===== src/rtl/ols_enc_pkg.sv =====
package ols_enc_pkg;

  // Membership of grid cell (r,c) in row idx of parity group grp, for an m x m grid.
  function automatic bit cell_in_row(int m, int grp, int idx, int r, int c);
    case (grp)
      0:       return (r == idx);
      1:       return (c == idx);
      default: return (((r + (grp - 1) * c) % m) == idx);
    endcase
  endfunction

endpackage


===== src/rtl/ols_parity_bank.sv =====
module ols_parity_bank
  import ols_enc_pkg::*;
#(
  parameter int M = 5,
  parameter int T = 2,
  localparam int DW = M * M,
  localparam int NR = 2 * T * M
) (
  input  logic [DW-1:0] data_i,
  output logic [NR-1:0] par_o
);

  // Cell set covered by one global parity row.
  function automatic logic [DW-1:0] row_cells(int row);
    logic [DW-1:0] v;
    v = '0;
    for (int r = 0; r < M; r++) begin
      for (int c = 0; c < M; c++) begin
        v[r*M+c] = cell_in_row(M, row / M, row % M, r, c);
      end
    end
    return v;
  endfunction

  for (genvar k = 0; k < NR; k++) begin : g_row
    localparam logic [DW-1:0] CELLS = row_cells(k);
    assign par_o[k] = ^(data_i & CELLS);
  end

endmodule


===== src/rtl/ols_compactor.sv =====
module ols_compactor #(
  parameter int NR = 20,
  parameter int SW = 16,
  parameter int CW = 5
) (
  input  logic [NR-1:0] par_i,
  input  logic [NR-1:0] en_i,
  output logic [SW-1:0] pack_o,
  output logic [CW-1:0] cnt_o
);

  int unsigned seen;

  // Running prefix count of enabled rows selects each row's packed slot.
  always_comb begin
    pack_o = '0;
    seen   = 0;
    for (int k = 0; k < NR; k++) begin
      if (en_i[k]) begin
        for (int j = 0; j < SW; j++) begin
          if (seen == j) pack_o[j] = par_i[k];
        end
        seen = seen + 1;
      end
    end
    cnt_o = CW'(seen);
  end

endmodule


===== src/rtl/ols_row_config.sv =====
module ols_row_config #(
  parameter int NR = 20,
  parameter int SW = 16
) (
  input  logic          clk,
  input  logic          rst,
  input  logic          we_i,
  input  logic [NR-1:0] mask_i,
  input  logic          busy_i,
  output logic [NR-1:0] mask_o
);

  function automatic logic [NR-1:0] low_ones(int n);
    logic [NR-1:0] v;
    v = '0;
    for (int k = 0; k < NR; k++) v[k] = (k < n);
    return v;
  endfunction

  localparam logic [NR-1:0] RST_MASK = low_ones(SW);

  logic          fits;
  logic [NR-1:0] mask_q;

  assign fits = ($countones(mask_i) <= SW);

  always_ff @(posedge clk) begin
    if (rst) begin
      mask_q <= RST_MASK;
    end else if (we_i && !busy_i && fits) begin
      mask_q <= mask_i;
    end
  end

  assign mask_o = mask_q;

  // write refused while a word is offered
  p_busy_hold_r7: assert property (@(posedge clk) disable iff (rst)
    (we_i && busy_i) |=> $stable(mask_q));

  // write with too many rows refused
  p_overfull_hold_r8: assert property (@(posedge clk) disable iff (rst)
    (we_i && ($countones(mask_i) > SW)) |=> $stable(mask_q));

  // the stored mask always fits the packed field
  p_mask_fits_r8: assert property (@(posedge clk) disable iff (rst)
    $countones(mask_q) <= SW);

endmodule


===== src/rtl/ols_check_encoder.sv =====
module ols_check_encoder #(
  parameter int M       = 5,
  parameter int T       = 2,
  parameter int STORE_W = 16,
  localparam int DW     = M * M,
  localparam int NR     = 2 * T * M,
  localparam int CW     = $clog2(NR + 1)
) (
  input  logic               clk,
  input  logic               rst,
  input  logic               in_valid,
  output logic               in_ready,
  input  logic [DW-1:0]      in_data,
  input  logic               cfg_we,
  input  logic [NR-1:0]      cfg_mask,
  output logic               out_valid,
  output logic [STORE_W-1:0] out_check,
  output logic [CW-1:0]      out_count
);

  logic               ready_q;
  logic               accept;
  logic [NR-1:0]      row_en;
  logic [NR-1:0]      par;
  logic [STORE_W-1:0] packed_bits;
  logic [CW-1:0]      packed_cnt;
  logic               valid_q;
  logic [STORE_W-1:0] check_q;
  logic [CW-1:0]      count_q;

  initial begin
    if (STORE_W > NR) $error("STORE_W must not exceed the number of parity rows");
  end

  always_ff @(posedge clk) begin
    if (rst) ready_q <= 1'b0;
    else     ready_q <= 1'b1;
  end

  assign in_ready = ready_q;
  assign accept   = in_valid && ready_q;

  ols_row_config #(.NR(NR), .SW(STORE_W)) u_cfg (
    .clk    (clk),
    .rst    (rst),
    .we_i   (cfg_we),
    .mask_i (cfg_mask),
    .busy_i (in_valid),
    .mask_o (row_en)
  );

  ols_parity_bank #(.M(M), .T(T)) u_par (
    .data_i (in_data),
    .par_o  (par)
  );

  ols_compactor #(.NR(NR), .SW(STORE_W), .CW(CW)) u_pack (
    .par_i  (par),
    .en_i   (row_en),
    .pack_o (packed_bits),
    .cnt_o  (packed_cnt)
  );

  always_ff @(posedge clk) begin
    if (rst) begin
      valid_q <= 1'b0;
      check_q <= '0;
      count_q <= '0;
    end else begin
      valid_q <= accept;
      if (accept) begin
        check_q <= packed_bits;
        count_q <= packed_cnt;
      end
    end
  end

  assign out_valid = valid_q;
  assign out_check = check_q;
  assign out_count = count_q;

  // result follows an accepted word by exactly one cycle
  p_latency_r6: assert property (@(posedge clk) disable iff (rst)
    out_valid == $past(accept));

  // outputs hold when nothing was accepted
  p_hold_r10: assert property (@(posedge clk) disable iff (rst)
    !out_valid |-> ($stable(out_check) && $stable(out_count)));

  // no set bit at or above the used count
  p_high_zero_r4: assert property (@(posedge clk) disable iff (rst)
    out_valid |-> ((out_check >> out_count) == '0));

  // the count never exceeds the field width
  p_count_bound_r5: assert property (@(posedge clk) disable iff (rst)
    out_count <= CW'(STORE_W));

endmodule


===== config.mk =====
export PLATFORM = sky130hd
export DESIGN_NAME = ols_check_encoder
export DESIGN_NICKNAME = d
export VERILOG_FILES = /design/src/rtl/ols_enc_pkg.sv /design/src/rtl/ols_parity_bank.sv /design/src/rtl/ols_compactor.sv /design/src/rtl/ols_row_config.sv /design/src/rtl/ols_check_encoder.sv
export SDC_FILE = /design/constraint.sdc
export NUM_CORES = 1
export LEC_CHECK = 0
export ABC_AREA = 1
export BUFFER_PORTS_ARGS = -buffer_cell sky130_fd_sc_hd__buf_4
export CAP_MARGIN = 10
export CORE_MARGIN = 2
export CORE_UTILIZATION = 58
export CTS_CLUSTER_DIAMETER = 60
export DETAILED_ROUTE_END_ITERATION = 12
export GPL_TIMING_DRIVEN = 1
export HOLD_SLACK_MARGIN = 0.02
export PLACE_DENSITY = 0.8
export SETUP_SLACK_MARGIN = 0.02
export SLEW_MARGIN = 20
export SYNTH_ARGS = -nofsm -noshare
export SYNTH_HDL_FRONTEND = slang
export SYNTH_SLANG_ARGS = --single-unit

===== constraint.sdc =====
create_clock -name clk -period 10.5 [get_ports clk]
set_input_delay 2.1 -clock clk [delete_from_list [all_inputs] [get_ports clk]]
set_output_delay 2.1 -clock clk [all_outputs]
set_load 0.005 [all_outputs]

After elaboration in Yosys (flattened, before gate mapping)
Index checks and enable logic that the tools add are counted.
Widths: inputs -> output; s select.
{"block": "classes", "addsub": 38, "multipliers": 0, "div_mod_pow": 0, "magnitude_cmp": 1, "n_eq_ne": 285, "shift": 0, "muxes": 345, "bitwise": 0, "reduce_logical": 43}
{"operator": "$eq 32x4->1 const B", "n": 144}
{"operator": "$eq 32x3->1 const B", "n": 72}
{"operator": "$eq 32x2->1 const B", "n": 36}
{"operator": "$logic_not 32->1", "n": 19}
{"operator": "$eq 32x1->1 const B", "n": 18}
{"operator": "$mux 32", "n": 18}
{"operator": "$add 32x1->32 const B", "n": 17}
{"operator": "$reduce_xor 25->1", "n": 20}
{"operator": "$mux 1", "n": 307}
{"operator": "$mux 16", "n": 19}
{"operator": "$add 32x32->32", "n": 9}
{"operator": "$eq 1x4->1 const B", "n": 8}
{"operator": "$le 32x6->1 const B", "n": 1}
{"operator": "$add 1x1->2", "n": 10}
{"operator": "$eq 1x3->1 const B", "n": 4}
{"operator": "$add 5x1->5 const B", "n": 1}
{"operator": "$mux 5", "n": 1}
{"operator": "$eq 1x2->1 const B", "n": 2}
{"operator": "$logic_and 1x1->1", "n": 3}
{"operator": "$add 1x1->2 const B", "n": 1}
{"operator": "$eq 1x1->1 const B", "n": 1}
{"operator": "$logic_not 1->1", "n": 1}
{"block": "totals", "ff_bits": 43, "latch_bits": 0, "ram_bits": 0, "rom_bits": 0, "inputBits": 49, "output_inout_bits": 23, "word_cells": 717, "mem_count": 0}

Logic depth before layout (Yosys ltp)
{"block": "logic_depth", "word_depth": 40, "ltp_mapped": 73, "ltp_nobuf": 72}

Cells and area by module
Synthesis repeated with hierarchy kept, for this count alone.
{"block": "unflattened", "hier_cells": 2279, "area_unflattened_um2": 12444.4}
{"module": "ols_compactor", "instances": 1, "cells_each": 1743, "area_per_inst_um2": 8987.4, "seq_area_each_um2": 0.0}
{"module": "ols_row_config", "instances": 1, "cells_each": 155, "area_per_inst_um2": 1463.9, "seq_area_each_um2": 400.4}
{"module": "ols_parity_bank", "instances": 1, "cells_each": 244, "area_per_inst_um2": 1068.5, "seq_area_each_um2": 0.0}
{"module": "ols_check_encoder", "instances": 1, "cells_each": 137, "area_per_inst_um2": 924.6, "seq_area_each_um2": 460.4}

Least setup slack after synthesis
OpenSTA, ideal clock, no wires.
{"block": "synth_timing", "kind": "reg2reg", "from": "reg u_cfg.mask_q[0], in the netlist u_cfg.mask_o[0]", "to": "reg check_q[8], in the netlist out_check[8]", "setup_ps": 132, "arrival_ps": 11167, "required_time_ps": 10368, "path_slack_ps": -799, "path_stages_with_launch": 71, "path_buffers": 1, "period_less_slack_ps": 11299, "path_cell_list": "dfxtp_1 inv_1 ha_1 inv_1 nand2_2 nand2_2 inv_1 ha_1 or2_1 nand2_1 ha_1 or2_1 nand2_1 inv_1 ha_1 nand2_1 nand2_1 ha_1 (+35 left out) nand2_1 ha_1 o21ai_1 inv_1 ha_1 nand2_1 inv_1 nand2_1 nor2_2 nand3_1 nand3_1 nand2_4 inv_4 nor2_8 buf_4 nand4_1 nand3_1 a21oi_1"}
{"block": "synth_between", "elab_chain_cells": 40, "word_cells_on_any_way": 94}
{"element": "start: declaration", "line_no": "ols_row_config.sv:23", "text": "logic [NR-1:0] mask_q;"}
{"element": "start signal: assignment", "line_no": "ols_row_config.sv:31", "text": "mask_q <= mask_i;"}
{"element": "$mux 1 (*)", "line_no": "ols_compactor.sv:19", "text": "if (en_i[k]) begin"}
{"element": "$add 1x1->2 or $eq 1x4->1 (tied branches)", "line_no": "ols_compactor.sv:23, ols_compactor.sv:21"}
{"element": "$mux 32 or $mux 1 (tied branches)", "line_no": "ols_compactor.sv:19, ols_compactor.sv:21"}
{"element": "$add 32x1->32, or another cell as far along", "line_no": "ols_compactor.sv:23", "text": "seen = seen + 1;"}
{"element": "$mux 32 or $mux 1 (tied branches)", "line_no": "ols_compactor.sv:19, ols_compactor.sv:21"}
{"element": "$add 32x1->32, or another cell as far along", "line_no": "ols_compactor.sv:23"}
{"element": "$mux 32 or $mux 1 (tied branches)", "line_no": "ols_compactor.sv:19, ols_compactor.sv:21"}
{"element": "$add 32x1->32, or another cell as far along", "line_no": "ols_compactor.sv:23"}
{"element": "(+24 left out)"}
{"element": "$mux 32 or $mux 1 (tied branches)", "line_no": "ols_compactor.sv:19, ols_compactor.sv:21"}
{"element": "$add 32x1->32, or another cell as far along", "line_no": "ols_compactor.sv:23"}
{"element": "$mux 32 or $mux 1 (tied branches)", "line_no": "ols_compactor.sv:19, ols_compactor.sv:21"}
{"element": "$add 32x1->32, or another cell as far along", "line_no": "ols_compactor.sv:23"}
{"element": "$mux 32 or $mux 1 (tied branches)", "line_no": "ols_compactor.sv:19, ols_compactor.sv:21"}
{"element": "$eq 32x4->1 or $mux 16 (tied branches)", "line_no": "ols_compactor.sv:21, ols_compactor.sv:19"}
{"element": "$mux 1", "line_no": "ols_compactor.sv:21", "text": "if (seen == j) pack_o[j] = par_i[k];"}
{"element": "$mux 16 (*)", "line_no": "ols_compactor.sv:19"}
{"element": "end signal: assignment", "line_no": "ols_check_encoder.sv:72", "text": "check_q <= packed_bits;"}
{"element": "end: declaration", "line_no": "ols_check_encoder.sv:28", "text": "logic [STORE_W-1:0] check_q;"}
Mark *: on every way between the ends. The rest lies on a longest branch, timed or not.
A chain may end at the register's enable or synchronous reset.

Worst setup path in the final report
{"block": "layout_timing", "from": "reg u_cfg.mask_q[1], in the netlist u_cfg.mask_o[1]", "to": "reg check_q[13], in the netlist out_check[13]"}
{"block": "layout_between", "elab_chain_cells": 38, "word_cells_on_any_way": 90}
{"element": "$mux 32", "line_no": "ols_compactor.sv:19"}
{"element": "$add 32x1->32 or $eq 32x4->1 (tied branches)", "line_no": "ols_compactor.sv:23, ols_compactor.sv:21"}
{"element": "$mux 32 or $mux 1 (tied branches)", "line_no": "ols_compactor.sv:19, ols_compactor.sv:21"}
{"element": "$add 32x1->32, or another cell as far along", "line_no": "ols_compactor.sv:23"}
{"element": "$mux 32 or $mux 1 (tied branches)", "line_no": "ols_compactor.sv:19, ols_compactor.sv:21"}
{"element": "$add 32x1->32, or another cell as far along", "line_no": "ols_compactor.sv:23"}
{"element": "$mux 32 or $mux 1 (tied branches)", "line_no": "ols_compactor.sv:19, ols_compactor.sv:21"}
{"element": "$add 32x1->32, or another cell as far along", "line_no": "ols_compactor.sv:23"}
{"element": "(+22 left out)"}
{"element": "$mux 32 or $mux 1 (tied branches)", "line_no": "ols_compactor.sv:19, ols_compactor.sv:21"}
{"element": "$add 32x1->32, or another cell as far along", "line_no": "ols_compactor.sv:23"}
{"element": "$mux 32 or $mux 1 (tied branches)", "line_no": "ols_compactor.sv:19, ols_compactor.sv:21"}
{"element": "$add 32x1->32, or another cell as far along", "line_no": "ols_compactor.sv:23"}
{"element": "$mux 32 or $mux 1 (tied branches)", "line_no": "ols_compactor.sv:19, ols_compactor.sv:21"}
{"element": "$eq 32x4->1 or $mux 16 (tied branches)", "line_no": "ols_compactor.sv:21, ols_compactor.sv:19"}
{"element": "$mux 1", "line_no": "ols_compactor.sv:21"}
{"element": "$mux 16 (*)", "line_no": "ols_compactor.sv:19"}
Marked as above.

==> flow_summary.ini <==
[routing]
vias = 13750
ant_nets = 0
drc = 0
avgViaCountPerCell = 5.670
drt_iter0_drc = 1270
dr.pass1.iters = 7
routed_wl_um = 38770
wire_per_inst_um = 15.99

[global_route]
antenna_found_initial = 0
gr-total-overflow = 0
grt_max_degree = 35
grt_pass1_vias = 12570
grt_usage_pct = 34.76
grt_pass1_wl_um = 61510

[floorplan]
coreArea_um2 = 20100
fp.dieW_um = 146.8
fp-row-count = 52
die_h_um = 146.8
die-area_um2 = 21540
ios = 72
start_util_pct = 58.81

[layout]
utilization_pct = 66.68
final_nets = 2306
antenna_cells = 0
drive_gt1_share_pct = 18.00
syn_to_final_growth_pct = 13.38

[worst_hold_path]
hold_class = reg2reg
hp-start = out_check[5]
holdPathStages = 2
hold_end = out_check[5]

[timing]
worst_slack_ns = 0.4735
drv_slew = 0
hold_viol_final = 0
tightest_slew_ns = 1.117
finClkSkew_ns = 0.01047
setup_violations = 0
fin_crit_sh_pct = 95.49
fmax_ghz = 0.09974
period_needed_ns = 10.03
relSlewSlack_pct = 25.26

[place]
dp_hpwl_um = 31580
port_buffers = 71
place_ws_ns = -0.2339
gp_congestion = 0.9809

[critical_path]
ff2ff_setup_slack_ns = 0.47
max_stage_delay_ns = 0.34
crit_fanout = 7
crit_arrival_ns = 10.26
endpoint_kind = flip-flop
cpLargestDelayFamily = simple AND/OR/NAND/NOR gates
crit_type = reg2reg
timing.critical_path.buf_inv = 9
path_common_cell = nand2_2
reg2reg_depth = 70
required_ns = 10.73
cp.depth = 70
r2r_start = u_cfg.mask_o[1]
crit_slowest_cell = dfxtp_2
r2r-end = out_check[13]
critPathLaunchType = flip-flop

[synth]
synthesis.nets = 2233
ys_types = 55
synth.avg_cell_area_um2 = 5.682
synth_cells = 2081
synth-seq-area-share_pct = 7.280
synth_area_um2 = 11820
yosysWarningCount = 0
ys_ff_latch = 43

[job]
max_cap_viol_count = 0

[cts]
worstSkewPairLatency_ns = 0.30
cts_max_level = 2
cts.sinks = 43
cts_buffers = 5
path_clk_slew_ns = 0.07
root_buffer = clkbuf_16
cts_tree = yes
cts_buffer_depth = 2

[status]
status = completed
-- what timing repair did --
action / in CTS / in global routing
hold buffers: 0 / 0
hold endpoints to repair: 0 / 0
buffers inserted: 6 / 10
resized for setup: 12 / 62
cloned: 3 / 0
pin swaps: 10 / 31
setup endpoints to repair: 18 / 20
-- cells in the mapped netlist, drive strengths merged --
cell	instances	area [um2]
nor4	2	12.51
xor2	40	369.1
or2	12	75.07
nor3b	1	7.510
ha	89	1114
fa	14	280.3
dfxtp	43	860.8
nand3	312	1787
a21oi	34	173.9
conb	1	3.750
nand2	602	2616
o22ai	3	18.77
a31o	1	8.760
xnor2	47	411.6
o21ba	1	10.01
clkbuf	36	135.1
nand4	64	436.7
buf	18	107.6
o21a	3	22.52
o21bai	2	15.01
inv	285	1077
a22o	1	8.760
a21boi	1	7.510
o32ai	1	8.760
o221ai	9	78.83
o211ai	45	337.8
nor3	29	145.1
o21ai	84	427.9
nand3b	8	60.06
nor2	279	1140
a31oi	4	25.02
o31ai	1	7.510
clkinv	9	33.78
-- worst max path at each step --
stage | from | endpoint | slack, ns
2_1_floorplan | u_cfg.mask_o[0] | out_check[8] | 0.03
3_3_place_gp | u_cfg.mask_o[0] | out_check[1] | 0.06
3_5_place_dp | u_cfg.mask_o[0] | out_check[13] | -0.23
4_1_cts | u_cfg.mask_o[0] | out_check[8] | 0.08
5_1_grt | u_cfg.mask_o[0] | out_check[12] | -0.03
6_report | u_cfg.mask_o[1] | out_check[13] | 0.47
-- layout by cell type (no fill, tap or decap), drive strengths merged --
cell type / n
nor3b: 1
buf: 117
nand2: 602
conb: 1
a21boi: 1
a31o: 1
o211ai: 45
dfxtp: 43
a31oi: 4
a22o: 1
or2: 12
o221ai: 9
a21oi: 34
bufinv: 1
o32ai: 1
xnor2: 47
nand3: 312
o21ba: 1
xor2: 40
nor4: 2
clkbuf: 5
inv: 284
ha: 89
o31ai: 1
nor2: 282
o22ai: 3
o21ai: 84
nand3b: 8
nand4: 64
clkinv: 12
o21a: 3
nor3: 29
fa: 14
o21bai: 2
-- logic make-up (layout without fill, tap and decap cells) --
logic type,count (synthesis),after routing,synth area share [%]
adder cells (fa/ha/maj),103,103,11.79
AND/OR/NAND/NOR,1309,1312,53.11
buffers and inverters,348,419,11.45
AO/OA/AOI/OAI,190,190,9.736
flip-flops,43,43,7.280
XOR/XNOR,87,87,6.603
other,1,1,0.03172
-- metal layers --
| metal | up-vias | global-route usage (%) | routed length, um |
|---|---|---|---|
| li1 | 6886 | - | - |
| met5 | - | 0 | 0 |
| met2 | 510 | 59.23 | 18370 |
| met3 | 67 | 3.851 | 2862 |
| met1 | 6286 | 47.61 | 16830 |
| met4 | 0 | 7.087 | 709 |
-- registers in the layout, indices dropped and copies added (netlist names) --
register / cells
out_count: 5
u_cfg.mask_o: 20
out_valid: 1
in_ready: 1
out_check: 16
-- worst min-delay path, stage by stage (launching register included) --
cell and delay, ns:
dfxtp_1 0.31, nand2_1 0.06, a21oi_1 0.05
-- metrics by stage --
step / hold WS, ns / cells / setup TNS, ns / instance area [um2]
after floorplan: 0.4618 / 2081 / 0 / 11930
after global placement: 0.4572 / 2398 / 0 / 12790
after detailed placement: 0.4594 / 2398 / -2.984 / 12790
after CTS: 0.4699 / 2415 / 0 / 13070
after global routing: 0.4903 / 2425 / -0.04543 / 13410
final: 0.4657 / 2425 / 0 / 13410
-- final cells by class --
class                           count  area [um2]
Timing Repair Buffer              117       890.9
Fill cell                        1998        6699
Tap cell                          270       337.8
Inverter                          294        1121
Clock inverter                      3       43.79
Multi-Input combinational cell   1693       10020
Sequential cell                    43       865.8
Clock buffer                        5       125.1
Power is not shown: default switching activity piles up to over one toggle a cycle in this logic, so the estimate is an artifact.
